## config.mk

```make
export PLATFORM = sky130hd
export DESIGN_NAME = xirq_hub
export DESIGN_NICKNAME = d
export VERILOG_FILES = /design/src/rtl/xirq_pkg.sv /design/src/rtl/xirq_status_bank.sv /design/src/rtl/xirq_side.sv /design/src/rtl/xirq_hub.sv
export SDC_FILE = /design/constraint.sdc
export NUM_CORES = 1
export LEC_CHECK = 0
export ABC_AREA = 1
export ABC_CLOCK_PERIOD_IN_PS = 1300
export BUFFER_PORTS_ARGS = -buffer_cell sky130_fd_sc_hd__buf_2
export CAP_MARGIN = 5
export CORE_UTILIZATION = 54
export CTS_BUF_LIST = sky130_fd_sc_hd__clkbuf_2
export DETAILED_ROUTE_END_ITERATION = 6
export PLACE_DENSITY = 0.9
export RECOVER_POWER = 50
export SLEW_MARGIN = 0
export SYNTH_ARGS = -nofsm -noshare
export SYNTH_HDL_FRONTEND = slang
export SYNTH_SLANG_ARGS = --single-unit
```

## constraint.sdc

```tcl
create_clock -name clk -period 1.3 [get_ports clk]
set_clock_uncertainty 0.05 [all_clocks]
set_input_delay 0.26 -clock clk [delete_from_list [all_inputs] [get_ports clk]]
set_output_delay 0.26 -clock clk [all_outputs]
set_load 0.05 [all_outputs]
```

## src/rtl/xirq_pkg.sv

```systemverilog
package xirq_pkg;
  localparam int NSRC = 7;

  localparam int SRC_DMA  = 0;
  localparam int SRC_MBOX = 1;
  localparam int SRC_QNE  = 2;
  localparam int SRC_OVF  = 3;
  localparam int SRC_MABT = 4;
  localparam int SRC_TABT = 5;
  localparam int SRC_EXT  = 6;

  // sources that follow a live level instead of latching
  localparam logic [NSRC-1:0] LEVEL_MAP = (NSRC'(1) << SRC_QNE) | (NSRC'(1) << SRC_EXT);

  typedef enum logic [1:0] {
    RA_STAT = 2'd0,
    RA_MASK = 2'd1,
    RA_MBOX = 2'd2,
    RA_CTRL = 2'd3
  } reg_addr_e;
endpackage

```

## src/rtl/xirq_status_bank.sv

```systemverilog
module xirq_status_bank #(
  parameter int                 N       = 7,
  parameter logic [N-1:0]       LVL_MAP = '0
) (
  input  logic         clk,
  input  logic         rst,
  input  logic [N-1:0] evt,
  input  logic [N-1:0] clr,
  output logic [N-1:0] stat
);
  for (genvar i = 0; i < N; i++) begin : g_bit
    if (LVL_MAP[i]) begin : g_level
      always_ff @(posedge clk) begin
        if (rst) stat[i] <= 1'b0;
        else     stat[i] <= evt[i];
      end
    end else begin : g_sticky
      // a new event wins over a same-cycle clear
      always_ff @(posedge clk) begin
        if (rst) stat[i] <= 1'b0;
        else     stat[i] <= evt[i] | (stat[i] & ~clr[i]);
      end
    end
  end
endmodule

```

## src/rtl/xirq_side.sv

```systemverilog
module xirq_side
  import xirq_pkg::*;
#(
  parameter int DW      = 32,
  parameter bit HAS_POL = 1'b0
) (
  input  logic            clk,
  input  logic            rst,
  input  logic            wr_en,
  input  logic [1:0]      addr,
  input  logic [DW-1:0]   wdata,
  output logic [DW-1:0]   rdata,
  input  logic [NSRC-1:0] evt_in,
  input  logic [DW-1:0]   mb_rx_data,
  output logic            mb_tx_we,
  output logic [DW-1:0]   mb_tx_data,
  input  logic            mb_rx_we,
  output logic            irq_o,
  output logic [NSRC-1:0] stat_o,
  output logic [NSRC-1:0] mask_o,
  output logic            pol_o
);
  localparam int PADW = DW - NSRC;

  reg_addr_e       ra;
  logic            we_stat, we_mask, we_mbox, we_ctrl;
  logic [NSRC-1:0] clr_vec;
  logic [NSRC-1:0] stat_q;
  logic [NSRC-1:0] mask_q;
  logic [DW-1:0]   mbox_q;
  logic            pol_eff;
  logic            any_req;
  logic [DW-1:0]   rd_mux;

  assign ra      = reg_addr_e'(addr);
  assign we_stat = wr_en && (ra == RA_STAT);
  assign we_mask = wr_en && (ra == RA_MASK);
  assign we_mbox = wr_en && (ra == RA_MBOX);
  assign we_ctrl = wr_en && (ra == RA_CTRL);

  assign clr_vec = we_stat ? (wdata[NSRC-1:0] & ~LEVEL_MAP) : '0;

  xirq_status_bank #(.N(NSRC), .LVL_MAP(LEVEL_MAP)) u_bank (
    .clk  (clk),
    .rst  (rst),
    .evt  (evt_in),
    .clr  (clr_vec),
    .stat (stat_q)
  );

  always_ff @(posedge clk) begin
    if (rst)          mask_q <= '0;
    else if (we_mask) mask_q <= wdata[NSRC-1:0];
  end

  // word handed over by the opposite side
  always_ff @(posedge clk) begin
    if (rst)           mbox_q <= '0;
    else if (mb_rx_we) mbox_q <= mb_rx_data;
  end

  assign mb_tx_we   = we_mbox;
  assign mb_tx_data = wdata;

  if (HAS_POL) begin : g_pol
    logic pol_q;
    always_ff @(posedge clk) begin
      if (rst)          pol_q <= 1'b0;
      else if (we_ctrl) pol_q <= wdata[0];
    end
    assign pol_eff = pol_q;
  end else begin : g_fixed
    assign pol_eff = 1'b1;
  end

  assign any_req = |(stat_q & mask_q);

  always_ff @(posedge clk) begin
    if (rst) irq_o <= HAS_POL ? 1'b1 : 1'b0;
    else     irq_o <= pol_eff ? any_req : ~any_req;
  end

  always_comb begin
    unique case (ra)
      RA_STAT: rd_mux = {{PADW{1'b0}}, stat_q};
      RA_MASK: rd_mux = {{PADW{1'b0}}, mask_q};
      RA_MBOX: rd_mux = mbox_q;
      default: rd_mux = {{(DW-1){1'b0}}, HAS_POL ? pol_eff : 1'b0};
    endcase
  end

  always_ff @(posedge clk) begin
    if (rst) rdata <= '0;
    else     rdata <= rd_mux;
  end

  assign stat_o = stat_q;
  assign mask_o = mask_q;
  assign pol_o  = pol_eff;
endmodule

```

## src/rtl/xirq_hub.sv

```systemverilog
module xirq_hub
  import xirq_pkg::*;
#(
  parameter int DW = 32
) (
  input  logic          clk,
  input  logic          rst,
  input  logic          dma_done_p,
  input  logic          q_ovf_p,
  input  logic          mabort_p,
  input  logic          tabort_p,
  input  logic          q_nempty,
  input  logic          ext_irq,
  input  logic          h_wr_en,
  input  logic [1:0]    h_addr,
  input  logic [DW-1:0] h_wdata,
  output logic [DW-1:0] h_rdata,
  output logic          host_irq,
  input  logic          l_wr_en,
  input  logic [1:0]    l_addr,
  input  logic [DW-1:0] l_wdata,
  output logic [DW-1:0] l_rdata,
  output logic          loc_irq_pin
);
  localparam int NSIDE = 2;  // 0 = host, 1 = local

  logic [NSIDE-1:0]           wr_a;
  logic [NSIDE-1:0][1:0]      addr_a;
  logic [NSIDE-1:0][DW-1:0]   wdata_a;
  logic [NSIDE-1:0][DW-1:0]   rdata_a;
  logic [NSIDE-1:0]           tx_we_a;
  logic [NSIDE-1:0][DW-1:0]   tx_data_a;
  logic [NSIDE-1:0]           irq_a;
  logic [NSIDE-1:0][NSRC-1:0] stat_a;
  logic [NSIDE-1:0][NSRC-1:0] mask_a;
  logic [NSIDE-1:0]           pol_a;
  logic [NSIDE-1:0][NSRC-1:0] evt_a;

  logic [NSRC-1:0] host_stat, loc_stat, host_mask, loc_mask;
  logic            loc_pol;

  assign wr_a    = {l_wr_en, h_wr_en};
  assign addr_a  = {l_addr, h_addr};
  assign wdata_a = {l_wdata, h_wdata};

  for (genvar s = 0; s < NSIDE; s++) begin : g_side
    localparam int OTHER = NSIDE - 1 - s;

    always_comb begin
      evt_a[s]           = '0;
      evt_a[s][SRC_DMA]  = dma_done_p;
      evt_a[s][SRC_MBOX] = tx_we_a[OTHER];
      evt_a[s][SRC_QNE]  = q_nempty;
      evt_a[s][SRC_OVF]  = q_ovf_p;
      evt_a[s][SRC_MABT] = mabort_p;
      evt_a[s][SRC_TABT] = tabort_p;
      evt_a[s][SRC_EXT]  = ext_irq;
    end

    xirq_side #(.DW(DW), .HAS_POL(s == 1)) u_side (
      .clk        (clk),
      .rst        (rst),
      .wr_en      (wr_a[s]),
      .addr       (addr_a[s]),
      .wdata      (wdata_a[s]),
      .rdata      (rdata_a[s]),
      .evt_in     (evt_a[s]),
      .mb_rx_data (tx_data_a[OTHER]),
      .mb_tx_we   (tx_we_a[s]),
      .mb_tx_data (tx_data_a[s]),
      .mb_rx_we   (tx_we_a[OTHER]),
      .irq_o      (irq_a[s]),
      .stat_o     (stat_a[s]),
      .mask_o     (mask_a[s]),
      .pol_o      (pol_a[s])
    );
  end

  assign h_rdata     = rdata_a[0];
  assign l_rdata     = rdata_a[1];
  assign host_irq    = irq_a[0];
  assign loc_irq_pin = irq_a[1];

  assign host_stat = stat_a[0];
  assign loc_stat  = stat_a[1];
  assign host_mask = mask_a[0];
  assign loc_mask  = mask_a[1];
  assign loc_pol   = pol_a[1];
endmodule

```

==> results.toml, run 1 <==
[timing]
max_freq_mhz = 568
fin_crit_ps = 1760
slew_headroom = 0.534
setup_slack_ps = -459
setup_violations = 140
finalHoldViolCount = 0
rsz0062_at_grt = "true"
maxSlewViolCount = 0
worst_slew_pin_slew_ps = 692
period_share = 1.35

[worst_setup_path]
r2r-start = "g_side[0].u_side.u_bank.stat[0]$_SDFF_PP0_"
r2r_end = "g_side[0].u_side.u_bank.stat[0]$_SDFF_PP0_"
path_cells = "clkbuf_1 > dlygate4sd3_1 > nor2_1 > nand2_2 > buf_6 > o21ai_0 > a21oi_1"
slowest_stage = "dlygate4sd3_1"
start_kind = "input pin"
endpoint_kind = "flip-flop"
startpoint = "l_addr[0]"
cp_max_fo = 54
required_ps = 1850
critical_path_class = "input pin to flip-flop"
reg2reg_slack_ps = 60
arrival_ps = 2310
rr_worst_depth = 3
cp_slowest_stage_delay_ps = 600

[placed_design]
place.gp.congestion = 0.915
dpl.cell_count = 908
post-place-ws_ps = 59.4
place_area_um2 = 6310
port_buffers = 143
dp_hpwl_mm = 7.99

[clock_network]
clock_latency_ps = 710
htree_num_levels = 4
cts.sinks = 157
cts_made_buffers = 17
cts_buffer_depth = 2
cts_tree = "yes"
clkTransAtPathRegs_ps = 270
root_buffer = "clkbuf_2"

[logic_synthesis]
syn-num-nets = 735
syn_area_um2 = 5410
syn_avg_cell_area_um2 = 8.23
yosysWarnings = 0
synth_top_area_share = 0.581
yosysSeqAreaShare = 0.581
ys_ff_latch = 157
synth_area_leader_cell = "dfxtp_1"
yosysUniqueCellTypes = 19
netlist_top_cells_area = "dfxtp_1 58%, a21oi_1 8.3%, nand2_1 8.1%"
synth_cells = 657

[final_layout]
antenna_cells = 0
final_util = 0.852
area_delta_synth_final_pct = 53.4
fill_cells = 513
finalNetCount = 978
drive_gt1_frac = 0.287
final_cell_count_no_fill = 1046
stdcell_area_um2 = 8290

[global_route]
grt-ovfl-total = 0
grt_start_max_net_pins = 90
grt_usage = 0.373
grt_pass1_wl_mm = 28.8
grt_antenna_before_repair = 0
grt_pass1_vias = 5650

[detailed_routing]
totalWireLength_mm = 20.5
drtPass1Iterations = 7
drc = 0
wire_per_inst_um = 19.6
vias = 5825
antenna_left = 0
via_per_inst = 5.57
drt-initial-drc-count = 495

[outcome]
violations = "negative setup slack"
outcome = "complete, but fails checks"

[min_path]
worstHoldStart = "rst"
whs_path_depth = 3
hold_path_class = "input pin to flip-flop"
hold_path_end = "g_side[1].u_side.u_bank.stat[6]$_SDFF_PP0_"

[floorplanning]
core.rowCount = 36
die_height_um = 102
die_x_um = 102
dieArea_um2 = 10400
coreArea_um2 = 9730
start_util = 0.556
io_pins = 144

[power_and_ir_drop]
power_per_cell_area_nw_per_um2 = 1120
leakagePower_nw = 3.51
ir_worst_vdd_mv = 0.692

[run]
maxCapViolCount = 0
through the flow:
step                      total power [W]  hold WS [ps]  setup TNS [ps]
after floorplan                   0.00567           317               0
after global placement            0.00597           379               0
after detailed placement          0.00599           385               0
after CTS                         0.00903          2.12          -18090
after global routing              0.00963         -1.43          -31600
final                             0.00926          48.8          -24910
worst max-delay path, delay by kind of cell:
family | cells | cell delay, ps
AO/OA/AOI/OAI | 2 | 800
AND/OR/NAND/NOR | 2 | 310
buffers and inverters | 3 | 930
cell type report:
class / count / area, µm² / share of cell area
sequential: 157 / 3230 / 0.390
clock inverter: 15 / 183 / 0.0220
inverter: 80 / 300 / 0.0362
timing repair buffer: 267 / 2580 / 0.311
clock buffer: 17 / 85.1 / 0.0103
multi-input combinational: 377 / 1750 / 0.211
tap: 133 / 166 / 0.0201
cell usage after synthesis:
cell        n
dfxtp_1   157
nand2_1   117
a21oi_1    90
inv_1      77
nand3_1    55
o21ai_0    52
nor3_1     50
clkbuf_1   28
buf_2       7
nor2_1      7
buf_6       5
inv_2       3
buf_1       2
nor2_4      2
buf_4       1
nand2_2     1
nand4_1     1
nor2_2      1
o21a_1      1
where the power goes:
| group | switching (W) | internal, W | leakage, nW |
|---|---|---|---|
| sequential | 0.000102 | 0.00500 | 1.31 |
| clock | 0.00196 | 0.000949 | 0.147 |
| combinational | 0.000706 | 0.000545 | 2.05 |
| total | 0.00277 | 0.00649 | 3.51 |
layout by cell type, fill, tap and decap left out, drive strengths merged:
cell type | netlist | routed
nand2 | 118 | 118
bufinv | 0 | 2
clkbuf | 28 | 26
o21a | 1 | 1
inv | 80 | 84
nand3 | 55 | 55
dfxtp | 157 | 157
buf | 15 | 154
o21ai | 52 | 52
clkinvlp | 0 | 3
dlygate4sd3 | 0 | 104
a21oi | 90 | 90
nand4 | 1 | 1
nor2 | 10 | 10
clkinv | 0 | 6
nor3 | 50 | 50
what timing repair did:
| item | 4_1_cts | 5_1_grt |
|---|---|---|
| endpoints found under the hold margin | 97 | 16 |
| setup endpoints to repair | 66 | 87 |
| setup buffers | 0 | 2 |
| resized for setup | 217 | 44 |
| hold buffers | 100 | 7 |
per-layer routing:
metal	wire length, µm	global-route usage	vias up
met4	1180	0.236	0
li1	-	-	2606
met3	1930	0.137	115
met1	7210	0.379	2676
met2	10200	0.647	428
met5	0	0	-
cells by family after synthesis:
kind of cell / share of synthesized area
buffers and inverters: 0.0947
and+or+nand+nor: 0.191
AOI/OAI and AO/OA: 0.133
DFF: 0.581
flip-flops by register name, indices dropped and copies added (netlist names):
name                       cells
g_side.u_side.pol_o            1
g_side.u_side.mbox_q          64
g_side.u_side.u_bank.stat     12
g_side.u_side.irq_o            2
g_side.u_side.rdata           64
g_side.u_side.mask_o          14
worst max path at each step:
stage	to	slack (ps)	depth (start not counted)
global route	g_side[0].u_side.mbox_q[9]$_SDFFE_PP0P_	-580	7
detailed placement	g_side[0].u_side.mbox_q[10]$_SDFFE_PP0P_	60	6
global placement	g_side[1].u_side.rdata[3]$_SDFF_PP0_	120	8
CTS	l_rdata[22]	-310	1
finish	g_side[0].u_side.mbox_q[9]$_SDFFE_PP0P_	-460	7
floorplan	g_side[1].u_side.u_bank.stat[1]$_SDFF_PP0_	230	6
Note: power is estimated with default switching activity, not from simulation.
==> inputs of run 2 (changes only) <==
Settings changed: TNS_END_PERCENT set to 20.
==> run 2 against run 1 <==
Effect of this change: the run still ends with negative setup slack left; via count grew 2.3%; largest cell class unchanged; non-clock buffer count fell by 1; worst hold slack got worse by 36 ps; sequential power about the same; total power rose by 0.89%; routed wire length rose by 4.5%; sequential share of layout area down 0.17 points; count of clock-buffer cells in the layout unchanged.
==> results.toml, run 2 (synthesis results as in run 1) <==
[power_and_ir_drop]
power_per_cell_area_nw_per_um2 = 1120
power_w = 0.00934
p_sw_frac = 0.304
internal-power_w = 0.00650
ir_worst_vdd_mv = 0.825
seqPwrFrac = 0.546
p_clk_frac = 0.318
leakagePower_nw = 3.54
p_sw_w = 0.00284
combPwrFrac = 0.136

[floorplanning]
die_height_um = 102
core.rowCount = 36
start_util = 0.556
coreArea_um2 = 9730
io_pins = 144
dieArea_um2 = 10400
die_x_um = 102

[worst_setup_path]
cp_slowest_stage_delay_ps = 660
path_cells = "dlygate4sd3_1 > clkbuf_1 > nand2_2 > clkbuf_4 > o21ai_0 > a21oi_1"
cp_max_fo = 54
slowest_stage = "o21ai_0"
start_kind = "input pin"
arrival_ps = 2260
endpoint_kind = "flip-flop"
required_ps = 1880
critical_path_class = "input pin to flip-flop"

[clock_network]
cts_tree = "yes"
cts_buffer_depth = 2
clock_latency_ps = 760
clkTransAtPathRegs_ps = 260
cts_setup_buffers = 0
cts.sinks = 157
root_buffer = "clkbuf_2"
htree_num_levels = 4
cts_made_buffers = 17

[timing]
rsz0062_at_grt = "true"
holdWs_ps = 13.0
setup_slack_ps = -373
worst_slew_pin_slew_ps = 719
maxSlewViolCount = 0
period_share = 1.29
fin_crit_ps = 1670
setup_violations = 79
slew_headroom = 0.517
max_freq_mhz = 598
finalHoldViolCount = 0

[min_path]
hold_path_class = "input pin to flip-flop"

[detailed_routing]
drt-initial-drc-count = 600
via_per_inst = 5.70
drtPass1Iterations = 6
wire_per_inst_um = 20.5
vias = 5957
totalWireLength_mm = 21.4
drc = 0
antenna_left = 0

[placed_design]
place_area_um2 = 6310
place.gp.congestion = 0.915
port_buffers = 143
post-place-ws_ps = 59.4
dp_hpwl_mm = 7.99

[outcome]
outcome = "complete, but fails checks"
violations = "negative setup slack"

[global_route]
grt_usage = 0.373
grt_pass1_wl_mm = 28.8
grt_antenna_before_repair = 1
grt-ovfl-total = 0
grt_pass1_vias = 5650
grt_start_max_net_pins = 90

[run]
maxCapViolCount = 0

[final_layout]
area_delta_synth_final_pct = 54.0
stdcell_area_um2 = 8320
most-common-layout-cells = "117 x nand2_1, 103 x dlygate4sd3_1, 90 x dfxtp_1"
final_util = 0.855
layout_commonest_cell = "nand2_1"
drive_gt1_frac = 0.291
finalNetCount = 977
fill_cells = 507
run 2: changes by cell type in the layout (fill, tap and decap cells not counted), sizes merged:
cell	change
inv	+1
clkinv	-1
clkbuf	-4
buf	+2
dlygate4sd3	-1
dlymetal6s4s	+2
diode	+1
run 2: power by group through the flow:
stage | logic [W] | registers [W] | clock network (W)
after global routing | 0.00135 | 0.00512 | 0.00320
after global placement | 0.000825 | 0.00515 | 0
final | 0.00127 | 0.00510 | 0.00297
after CTS | 0.00112 | 0.00507 | 0.00284
after floorplan | 0.000412 | 0.00526 | 0
after detailed placement | 0.000841 | 0.00515 | 0
run 2: critical path, delay by kind of cell:
kind	cells	cell delay [ps]
AND/OR/NAND/NOR	1	70
AO/OA/AOI/OAI	2	820
buffers and inverters	3	1090
run 2: metal layers:
metal / GRT usage / routed length [µm] / up-vias
met1: 0.379 / 7420 / 2737
met3: 0.137 / 2180 / 144
met5: 0 / 0 / -
met4: 0.236 / 1460 / 0
met2: 0.647 / 10400 / 464
li1: - / - / 2612
run 2: area by class of cell:
| class | count | area [µm²] | share of cell area |
|---|---|---|---|
| Sequential cell | 157 | 3230 | 0.388 |
| Timing Repair Buffer | 266 | 2600 | 0.312 |
| Inverter | 80 | 300 | 0.0361 |
| Multi-Input combinational cell | 377 | 1750 | 0.211 |
| Clock buffer | 17 | 85.1 | 0.0102 |
| Clock inverter | 15 | 183 | 0.0220 |
| Tap cell | 133 | 166 | 0.0200 |
| Antenna cell | 1 | 2.50 | 0.000301 |
run 2: stage by stage:
step	setup TNS (ps)	cells
final	-21090	1046
after floorplan	0	657
after global placement	0	908
after global routing	-27010	1046
after detailed placement	0	908
after CTS	-18090	1040
run 2: repair_timing:
action	CTS	global route
hold buffers	100	6
endpoints found under the setup margin	66	87
gates resized for setup	217	44
endpoints found under the hold margin	97	8
run 2: final timing paths:
kind                                                 start                                 endpoint  slack (ps)  depth (start not counted)
setup / recovery                                   l_wr_en  g_side[0].u_side.mbox_q[9]$_SDFFE_PP0P_        -370                          6
hold / removal                                     h_wr_en  g_side[1].u_side.mbox_q[4]$_SDFFE_PP0P_          10                          5
setup reg to reg  g_side[1].u_side.mbox_q[16]$_SDFFE_PP0P_    g_side[1].u_side.rdata[16]$_SDFF_PP0_          40                          2
hold reg to reg   g_side[0].u_side.mbox_q[29]$_SDFFE_PP0P_    g_side[0].u_side.rdata[29]$_SDFF_PP0_         420                          2
==> inputs of run 3 (changes only) <==
Settings changed: HOLD_SLACK_MARGIN set to 0.15.
==> run 3 against run 2 <==
Effect of this change: the flow finishes with violations (design-rule violations, negative hold slack, negative setup slack); via count grew 9.7%; routed wire length grew 21%; first-iteration DRC count grew 60%; combinational power grew 15%; flip-flop and latch count is the same; critical path depth grew 2; die area is the same; register-to-register slack lost 150 ps; sequential power is essentially flat; highest routed layer is now met5.
==> results.toml, run 3 (synthesis results as in run 1) <==
[detailed_routing]
drtPass1Iterations = 7
totalWireLength_mm = 26.0
antenna_left = 0
drt-initial-drc-count = 960
vias = 6532
wire_per_inst_um = 24.2
via_per_inst = 6.08
drc = 33

[final_layout]
layout_commonest_cell = "dlygate4sd3_1"
area_delta_synth_final_pct = 59.9
final_cell_count_no_fill = 1074
final_util = 0.888
finalNetCount = 1000
drive_gt1_frac = 0.297
most-common-layout-cells = "119 x dlygate4sd3_1, 116 x nand2_1, 90 x dfxtp_1"

[floorplanning]
die_height_um = 102
coreArea_um2 = 9730
io_pins = 144
dieArea_um2 = 10400
start_util = 0.556
die_x_um = 102
core.rowCount = 36

[worst_setup_path]
arrival_ps = 2470
critical_path_class = "input pin to flip-flop"
cp_max_fo = 18
start_kind = "input pin"
path_cells = "buf_2 > inv_2 > nor2_4 > nand2_2 > buf_12 > dlygate4sd3_1 > buf_4 > a21oi_1"
endpoint_kind = "flip-flop"
required_ps = 1830
path_buf_inv = 5
cp_slowest_stage_delay_ps = 760
slowest_stage = "dlygate4sd3_1"
critical_path.top_delay_family = "buffers and inverters"

[global_route]
grt_start_max_net_pins = 92
grt_pass1_wl_mm = 29.3
grt-ovfl-total = 0
grt_pass1_vias = 5880
grt_usage = 0.378
grt_antenna_before_repair = 8

[timing]
period_share = 1.49
finalHoldViolCount = 1
max_freq_mhz = 516
setup_violations = 168
final.setup.tns_ps = -39310
setup_slack_ps = -638
rsz0062_at_grt = "true"
slew_headroom = 0.371
holdWs_ps = -153
worst_slew_pin_slew_ps = 934
maxSlewViolCount = 0
fin_crit_ps = 1940

[clock_network]
clkTransAtPathRegs_ps = 280
cts_made_buffers = 17
root_buffer = "clkbuf_2"
clock_latency_ps = 730
htree_num_levels = 4
cts_tree = "yes"
cts_buffer_depth = 2
cts.sinks = 157

[min_path]
hold_path_class = "input pin to flip-flop"

[power_and_ir_drop]
ir_worst_vdd_mv = 0.835
power_per_cell_area_nw_per_um2 = 1110
leakagePower_nw = 3.69
power_w = 0.00960

[outcome]
outcome = "complete, but fails checks"
violations = "design-rule violations, negative hold slack, negative setup slack"

[placed_design]
dpl.cell_count = 908
port_buffers = 143
place.gp.congestion = 0.915
dp_hpwl_mm = 7.99
post-place-ws_ps = 59.4

[run]
maxCapViolCount = 0
==> run 3: worst paths after layout <==
kind,startpoint,endpoint,slack (ps),depth (start not counted)
worst max-delay path,l_addr[1],g_side[0].u_side.mbox_q[8]$_SDFFE_PP0P_,-640,8
worst min-delay path,l_addr[0],g_side[1].u_side.rdata[0]$_SDFF_PP0_,-150,5
worst max register to register,g_side[0].u_side.mbox_q[8]$_SDFFE_PP0P_,g_side[0].u_side.mbox_q[8]$_SDFFE_PP0P_,-110,2
worst min register to register,g_side[1].u_side.mbox_q[11]$_SDFFE_PP0P_,g_side[1].u_side.rdata[11]$_SDFF_PP0_,420,2
==> run 3: where the power goes <==
part | leakage [nW] | internal, W | switching [W]
combinational | 2.23 | 0.000627 | 0.000829
sequential | 1.31 | 0.00500 | 0.000112
clock | 0.147 | 0.000950 | 0.00208
total | 3.69 | 0.00658 | 0.00302
==> run 3: metal layers <==
metal | part of all wire | vias up | GRT usage
li1 | - | 2653 | -
met1 | 0.31 | 2914 | 0.366
met2 | 0.44 | 693 | 0.681
met3 | 0.14 | 270 | 0.130
met4 | 0.11 | 2 | 0.249
met5 | 0.00019 | - | 0
==> run 3: per-stage QoR <==
step	area, µm²	hold WS (ps)
finish	8640	-153
CTS	8310	-20.7
floorplan	5410	317
global route	8630	-141
detailed placement	6310	385
global placement	6310	379
==> run 3: layout make-up <==
| class | count | area [µm²] |
|---|---|---|
| sequential | 157 | 3230 |
| timing repair buffer | 289 | 2880 |
| multi-input combinational | 377 | 1780 |
| fill | 363 | 1090 |
| inverter | 80 | 300 |
| clock inverter | 15 | 183 |
| tap | 133 | 166 |
| clock buffer | 17 | 85.1 |
| antenna | 6 | 15.0 |
==> run 3: timing repair <==
item                       CTS  global route
pin swaps                    0             1
gates cloned                 0             2
hold buffers               116            12
setup buffers                0             4
hold endpoints to repair   157           146
gates resized for setup    217            48
setup endpoints to repair   66           125
==> run 3: worst register-to-register path, delay by kind of cell (launching register included) <==
kind / cells / cell delay [ps]
buffers and inverters: 1 / 140
AOI/OAI and AO/OA: 1 / 660
DFF: 1 / 420
